**src/rtl/slot_arb_pkg.sv**
```systemverilog
// Shared defaults and helper types for the slot-table arbiter.
// Assumes: the client field is wide enough to hold one value above the
// highest client index, which serves as the unowned marker.
package slot_arb_pkg;
    localparam int unsigned DEF_CLIENTS = 14;
    localparam int unsigned DEF_SLOTS   = 64;
    localparam int unsigned DEF_REGIONS = 2;
endpackage

```
**src/rtl/lowest_first.sv**
```systemverilog
// Fixed-priority picker: returns a one-hot vector marking the lowest set
// bit of the request vector, or zero when no bit is set.
// Assumes: purely combinational, N >= 1.
module lowest_first #(
    parameter int unsigned N = 14
) (
    input  logic [N-1:0] req,
    output logic [N-1:0] pick
);
    // Isolate the lowest set bit with the two's complement trick.
    always_comb begin
        pick = req & (~req + N'(1));
    end
endmodule

```
**src/rtl/slot_table.sv**
```systemverilog
// One region's slot table: SLOTS entries of CW bits, one write port and
// one asynchronous read port. Every entry resets to all ones (unowned).
// Assumes: CW is wide enough that all ones is not a valid client index.
module slot_table #(
    parameter int unsigned SLOTS = 64,
    parameter int unsigned CW    = 4,
    localparam int unsigned SW   = (SLOTS > 1) ? $clog2(SLOTS) : 1
) (
    input  logic          clk,
    input  logic          rst_n,
    input  logic          wr_en,
    input  logic [SW-1:0] wr_slot,
    input  logic [CW-1:0] wr_val,
    input  logic [SW-1:0] rd_slot,
    output logic [CW-1:0] rd_val
);
    logic [CW-1:0] entry_q [SLOTS];

    // Store a new slot value, or clear all entries to unowned on reset.
    always_ff @(posedge clk) begin
        if (!rst_n) begin
            for (int i = 0; i < SLOTS; i++) begin
                entry_q[i] <= '1;
            end
        end else if (wr_en) begin
            entry_q[wr_slot] <= wr_val;
        end
    end

    // Present the entry at the read index.
    always_comb begin
        rd_val = entry_q[rd_slot];
    end
endmodule

```
**src/rtl/grant_pick.sv**
```systemverilog
// Decides the next grant: the slot's owner when it is valid and
// requesting, otherwise the lowest-numbered requester.
// Assumes: owner values at or above N are unowned markers.
module grant_pick #(
    parameter int unsigned N  = 14,
    parameter int unsigned CW = 4
) (
    input  logic [N-1:0]  req,
    input  logic [CW-1:0] owner,
    output logic [N-1:0]  next_gnt
);
    logic [N-1:0] owner_dec;
    logic [N-1:0] fallback;
    logic         owner_live;

    // Decode the owner into a one-hot; unowned values decode to zero.
    for (genvar i = 0; i < N; i++) begin : g_dec
        assign owner_dec[i] = (owner == CW'(i));
    end

    lowest_first #(.N(N)) u_fallback (
        .req  (req),
        .pick (fallback)
    );

    // Choose between the owner and the fixed-priority fallback.
    always_comb begin
        owner_live = |(owner_dec & req);
        next_gnt   = owner_live ? owner_dec : fallback;
    end
endmodule

```
**src/rtl/slot_arbiter.sv**
```systemverilog
// Slot-table arbiter top. It keeps one table and one pointer per region,
// picks a registered one-hot grant each cycle, and advances the selected
// region's pointer once for each grant issued.
// Assumes: region_sel is below REGIONS; slot writes come from a single
// programming agent.
module slot_arbiter
    import slot_arb_pkg::*;
#(
    parameter int unsigned CLIENTS = DEF_CLIENTS,
    parameter int unsigned SLOTS   = DEF_SLOTS,
    parameter int unsigned REGIONS = DEF_REGIONS,
    localparam int unsigned CW = $clog2(CLIENTS + 1),
    localparam int unsigned SW = (SLOTS > 1) ? $clog2(SLOTS) : 1,
    localparam int unsigned RW = (REGIONS > 1) ? $clog2(REGIONS) : 1
) (
    input  logic               clk,
    input  logic               rst_n,
    input  logic [CLIENTS-1:0] req,
    input  logic [RW-1:0]      region_sel,
    input  logic               tbl_wr_en,
    input  logic [RW-1:0]      tbl_wr_region,
    input  logic [SW-1:0]      tbl_wr_slot,
    input  logic [CW-1:0]      tbl_wr_client,
    output logic [CLIENTS-1:0] gnt
);
    logic [SW-1:0]      ptr_q     [REGIONS];
    logic [CW-1:0]      owner_r   [REGIONS];
    logic [CW-1:0]      cur_owner;
    logic [CLIENTS-1:0] next_gnt;
    logic               any_req;

    // One table per region; each sees only writes addressed to it.
    for (genvar g = 0; g < REGIONS; g++) begin : g_region
        slot_table #(.SLOTS(SLOTS), .CW(CW)) u_table (
            .clk     (clk),
            .rst_n   (rst_n),
            .wr_en   (tbl_wr_en && (tbl_wr_region == RW'(g))),
            .wr_slot (tbl_wr_slot),
            .wr_val  (tbl_wr_client),
            .rd_slot (ptr_q[g]),
            .rd_val  (owner_r[g])
        );

        // Step this region's pointer when it is selected and a grant issues.
        always_ff @(posedge clk) begin
            if (!rst_n) begin
                ptr_q[g] <= '0;
            end else if (any_req && (region_sel == RW'(g))) begin
                ptr_q[g] <= (ptr_q[g] == SW'(SLOTS - 1)) ? '0 : ptr_q[g] + SW'(1);
            end
        end

        AST_PTR_STEP: assert property (@(posedge clk) disable iff (!rst_n)
            (any_req && region_sel == RW'(g)) |=>
            (ptr_q[g] == (($past(ptr_q[g]) == SW'(SLOTS - 1)) ? '0 : $past(ptr_q[g]) + SW'(1))));
        AST_PTR_OTHER_HOLD: assert property (@(posedge clk) disable iff (!rst_n)
            (region_sel != RW'(g)) |=> $stable(ptr_q[g]));
        AST_PTR_IDLE_HOLD: assert property (@(posedge clk) disable iff (!rst_n)
            (!any_req) |=> $stable(ptr_q[g]));
    end

    // Select the current slot owner of the active region.
    always_comb begin
        any_req   = |req;
        cur_owner = owner_r[region_sel];
    end

    grant_pick #(.N(CLIENTS), .CW(CW)) u_pick (
        .req      (req),
        .owner    (cur_owner),
        .next_gnt (next_gnt)
    );

    // Register the grant; clear it on reset.
    always_ff @(posedge clk) begin
        if (!rst_n) begin
            gnt <= '0;
        end else begin
            gnt <= next_gnt;
        end
    end

    AST_GNT_ONEHOT: assert property (@(posedge clk) disable iff (!rst_n)
        $onehot0(gnt));
    AST_GNT_FROM_REQ: assert property (@(posedge clk) disable iff (!rst_n)
        1'b1 |=> ((gnt & ~$past(req)) == '0));
    AST_NO_REQ_NO_GNT: assert property (@(posedge clk) disable iff (!rst_n)
        (!any_req) |=> (gnt == '0));
    AST_REQ_GETS_GNT: assert property (@(posedge clk) disable iff (!rst_n)
        any_req |=> (gnt != '0));
endmodule

```
**config.mk**
```make
export PLATFORM = sky130hd
export DESIGN_NAME = slot_arbiter
export DESIGN_NICKNAME = d
export VERILOG_FILES = /design/src/rtl/slot_arb_pkg.sv /design/src/rtl/lowest_first.sv /design/src/rtl/slot_table.sv /design/src/rtl/grant_pick.sv /design/src/rtl/slot_arbiter.sv
export SDC_FILE = /design/constraint.sdc
export NUM_CORES = 1
export LEC_CHECK = 0
export ABC_AREA = 1
export CORE_MARGIN = 2
export CORE_UTILIZATION = 60
export CTS_CLUSTER_SIZE = 28
export DETAILED_ROUTE_END_ITERATION = 8
export DONT_BUFFER_PORTS = 1
export PLACE_DENSITY = 0.87
export SLEW_MARGIN = 25
export SYNTH_ARGS = -nofsm -noshare
export SYNTH_HDL_FRONTEND = slang
export SYNTH_SLANG_ARGS = --single-unit
export TNS_END_PERCENT = 10
```
**constraint.sdc**
```tcl
create_clock -name clk -period 4.3 [get_ports clk]
set_input_delay 0.215 -clock clk [delete_from_list [all_inputs] [get_ports clk]]
set_output_delay 0.215 -clock clk [all_outputs]
set_load 0.03 [all_outputs]
```
==> reports/summary.txt <==
Status - finished, final reports clean
CP bufs+invs - 4
Slew Viols, Final - 0
Fraction of layout cells with a size suffix above 1 - 0.0420
Max transition margin - 0.297
Total via count after detailed routing - 21,900
Post-Route Hold Slack - 0.0117 ns
Dominant register cell in the synthesized netlist - edfxtp_1
Worst-path clk slew - 0.06 ns
P_leak - 0.0123 uW
GRT Util Overall - 0.297
Total power density per cell area - 422 mW/mm2
Start point of the worst min-delay path - rst_n
Drt drc - 0
Unrepaired setup endpoints after global routing - no
Max capacitance violation total - 0
Number of enable-type register cells in the synthesized netlist - 524
Overall routed net length - 70,600 um
Post-route standard cell area excluding fillers - 0.0293 mm2
First-pass iteration count of the detailed router - 7
Setup slack of the worst register-to-register path - 0.31 ns
Number of distinct library cells after synthesis - 32
Register area share after synthesis - 0.590
H-tree depth - 2
Yosys warns - 0
Number of placement rows - 77
Gate count after technology mapping - 3,251
Global placement routability congestion - 0.957
Number of port buffers - 0
I/O pins - 43
Number of nets in the finished design - 3,205
Inserted Clock Buffers - 54
Maximum number of pins on one net before global-route repair - 142
Clock tree buffer depth - 3
Biggest cell delay along the critical path - 0.56 ns
Number of clock sinks seen by CTS - 538
Placed standard-cell area - 0.0272 mm2
Setup Slack @ Placement - 0.942 ns
Avg Cell Area, Syn - 8.35 um2
Category of the most critical setup path - flip-flop to flip-flop
Series of cell instances along the critical path - inv_6 -> buf_12 -> nand2_1 -> nand2_1 -> nand2_1 -> nand3_1 -> nand3_1 -> nand2_1 -> nand3_1 -> nand3_1 -> nand2_1 -> nand2_2 -> nor2_1 -> nand2_1 -> nand2_1 -> inv_1 -> nand2_1 -> nor2_4 -> nand3_1 -> nand2_1 -> dlygate4sd3_1 -> nor2_1
Overflow left after global routing - 0
Final Hold Fails - 0
X dimension of the die - 217 um
Required arrival time at the worst endpoint - 4.80 ns
Worst skew pair latency - 0.62 ns
Placed insts - 3,682
Number of antenna violations at the first check in global routing - 0
Area growth from synthesis to final layout - 7.79%
Highest achievable clock rate - 0.251 GHz
Post-detailed-route via-to-cell ratio - 5.76
Register-to-Register Path Depth - 22
Worst setup EP type - flip-flop
Stages on the worst setup path - 22
DRT antenna net count - 0
Portion of synthesized cell area occupied by the leading cell type - 0.580
Final antenna diode count - 0
Final routed wire length divided by cell count - 18.6 um
Crit Reg-Reg Startpoint - ptr_q[0][0]
Combined area of all synthesized cells - 0.0271 mm2
Die Area - 0.0469 mm2
Clock tree from TritonCTS - built
Non-Filler Instances - 3,804
Buffer type at the clock tree root - clkbuf_16
Ys async rst share - 0
Floorplan Core Area - 0.0444 mm2
Cell mode on critical path - nand2_1
Hold crit path type - primary input to flip-flop
Number of global-route vias before repair - 20,600
CP startpoint kind - flip-flop
Setup total negative slack - 0 ns
Endpoint of the lowest-slack register-to-register path - gnt[13]
Origin of the worst setup path - ptr_q[0][0]
Initial detailed-routing violation count - 3,006
Post-layout worst setup margin - 0.315 ns
Largest area contributor in the netlist - edfxtp_1
Global-route wire length before repair - 108,000 um
Effective utilization at floorplan - 0.611
Data arrival time of the critical path - 4.49 ns
Max IR drop VDD - 0.352 mV
Critical path fanouts, max - 57
Fill cell count - 3,310
Final worst clock skew - 0.0198 ns
Half-perimeter wire length after placement - 43,800 um
Number of register bits inferred by synthesis - 538
Time the worst path needs with I/O delays and setup - 3.99 ns
Syn_nets - 3,282
Endpoint of the worst setup timing path - gnt[13]
Tightest Pin Transition - 1.05 ns
Vertical die dimension - 217 um
Gate family responsible for the most delay along the worst path - simple AND/OR/NAND/NOR gates
Largest cells by area after synthesis - edfxtp_1 (58%), nand2_1 (20%), nand3_1 (6.1%), inv_1 (4.2%), nor2_1 (4.1%)
Final setup violation count - 0
Worst path slowest cell - dlygate4sd3_1
Period utilisation layout - 0.927
[synth_stat cells, types with 4 or more instances]
cell	instances
o21ai_1	15
o21ai_0	62
dfxtp_1	14
clkinv_1	5
nand2_2	4
nor2_1	294
xor2_1	4
inv_1	303
buf_6	15
nor3_1	19
clkbuf_1	99
buf_2	46
inv_2	8
or2_2	7
buf_1	12
nand2_1	1434
nand3_1	329
edfxtp_1	524
a21oi_1	17
buf_4	19
nor2_2	7
[flip-flops by register name, summed over array words and instances (netlist names)]
name,flops
gnt,14
g_region.u_table.entry_q,512
ptr_q,12
[layer usage]
metal  vias to the layer above  global-route usage  routed length (um)
met2                      1520               0.479               32700
met5                         -                   0                   0
li1                      10200                   -                   -
met3                       283              0.0622                9030
met1                      9961               0.369               24200
met4                         0               0.185                4750
[report_power, final]
group / leakage [uW] / internal (uW) / total [uW] / switching (uW)
sequential: 0.00541 / 6040 / 6220 / 178
clock: 0.000835 / 2750 / 4680 / 1940
combinational: 0.00601 / 386 / 1450 / 1070
total: 0.0123 / 9170 / 12300 / 3180
[timing repair]
| item | CTS | global route |
|---|---|---|
| endpoints found under the setup margin | 0 | 1 |
| hold buffers | 27 | 0 |
| hold endpoints to repair | 420 | 0 |
| resized for setup | 0 | 4 |
| setup buffers | 0 | 0 |
[how the worst min path moves through the flow]
| stage | endpoint | cells past startpoint |
|---|---|---|
| finish | g_region[1].u_table.entry_q[22][2] | 1 |
| detailed placement | gnt[13] | 2 |
| CTS | g_region[1].u_table.entry_q[20][2] | 1 |
| global route | g_region[1].u_table.entry_q[22][2] | 1 |
| floorplan | gnt[0] | 4 |
| global placement | gnt[13] | 2 |
[metrics by stage]
step,power (uW),util
5_1_grt,12700,0.659
3_5_place_dp,7650,0.612
3_3_place_gp,7620,0.612
6_report,12300,0.659
4_1_cts,12300,0.658
2_1_floorplan,7340,-
[cell families (layout without fill, tap and decap cells)]
| family | after synthesis | count (layout) | share of synthesized area |
|---|---|---|---|
| AND/OR/NAND/NOR | 2101 | 2101 | 0.310 |
| flip-flops | 538 | 538 | 0.590 |
| buffers and inverters | 510 | 471 | 0.0801 |
| AO/OA/AOI/OAI | 95 | 95 | 0.0176 |
| XOR/XNOR | 5 | 5 | 0.00161 |
| adder cells (fa/ha/maj) | 2 | 2 | 0.000922 |
[cell type report]
cell class / instances / area [um2] / share of cell area
Clock buffer: 70 / 1480 / 0.0504
Clock inverter: 24 / 250 / 0.00855
Inverter: 318 / 1210 / 0.0414
Multi-Input combinational cell: 2203 / 8960 / 0.306
Sequential cell: 538 / 16000 / 0.548
Tap cell: 592 / 741 / 0.0253
Timing Repair Buffer: 59 / 597 / 0.0204
[layout by cell type, fill, tap and decap left out, types with 2 or more instances in the layout]
cell type and count:
nand2_1 1434, edfxtp_1 524, nand3_1 329, inv_1 299
nor2_1 294, o21ai_0 62, clkbuf_16 58, buf_4 27
dlygate4sd3_1 25, clkinv_1 21, nor3_1 18, a21oi_1 17
o21ai_1 15, dfxtp_1 14, clkbuf_1 13, inv_2 8
or2_2 7, bufinv_16 6, inv_4 5, nor2_2 5
xor2_1 4, nand2_2 4, buf_12 4, nor2_4 3
nand3_2 2, nand3b_1 2, ha_1 2, clkinv_2 2
No activity file was read; power rests on OpenSTA's default activity.
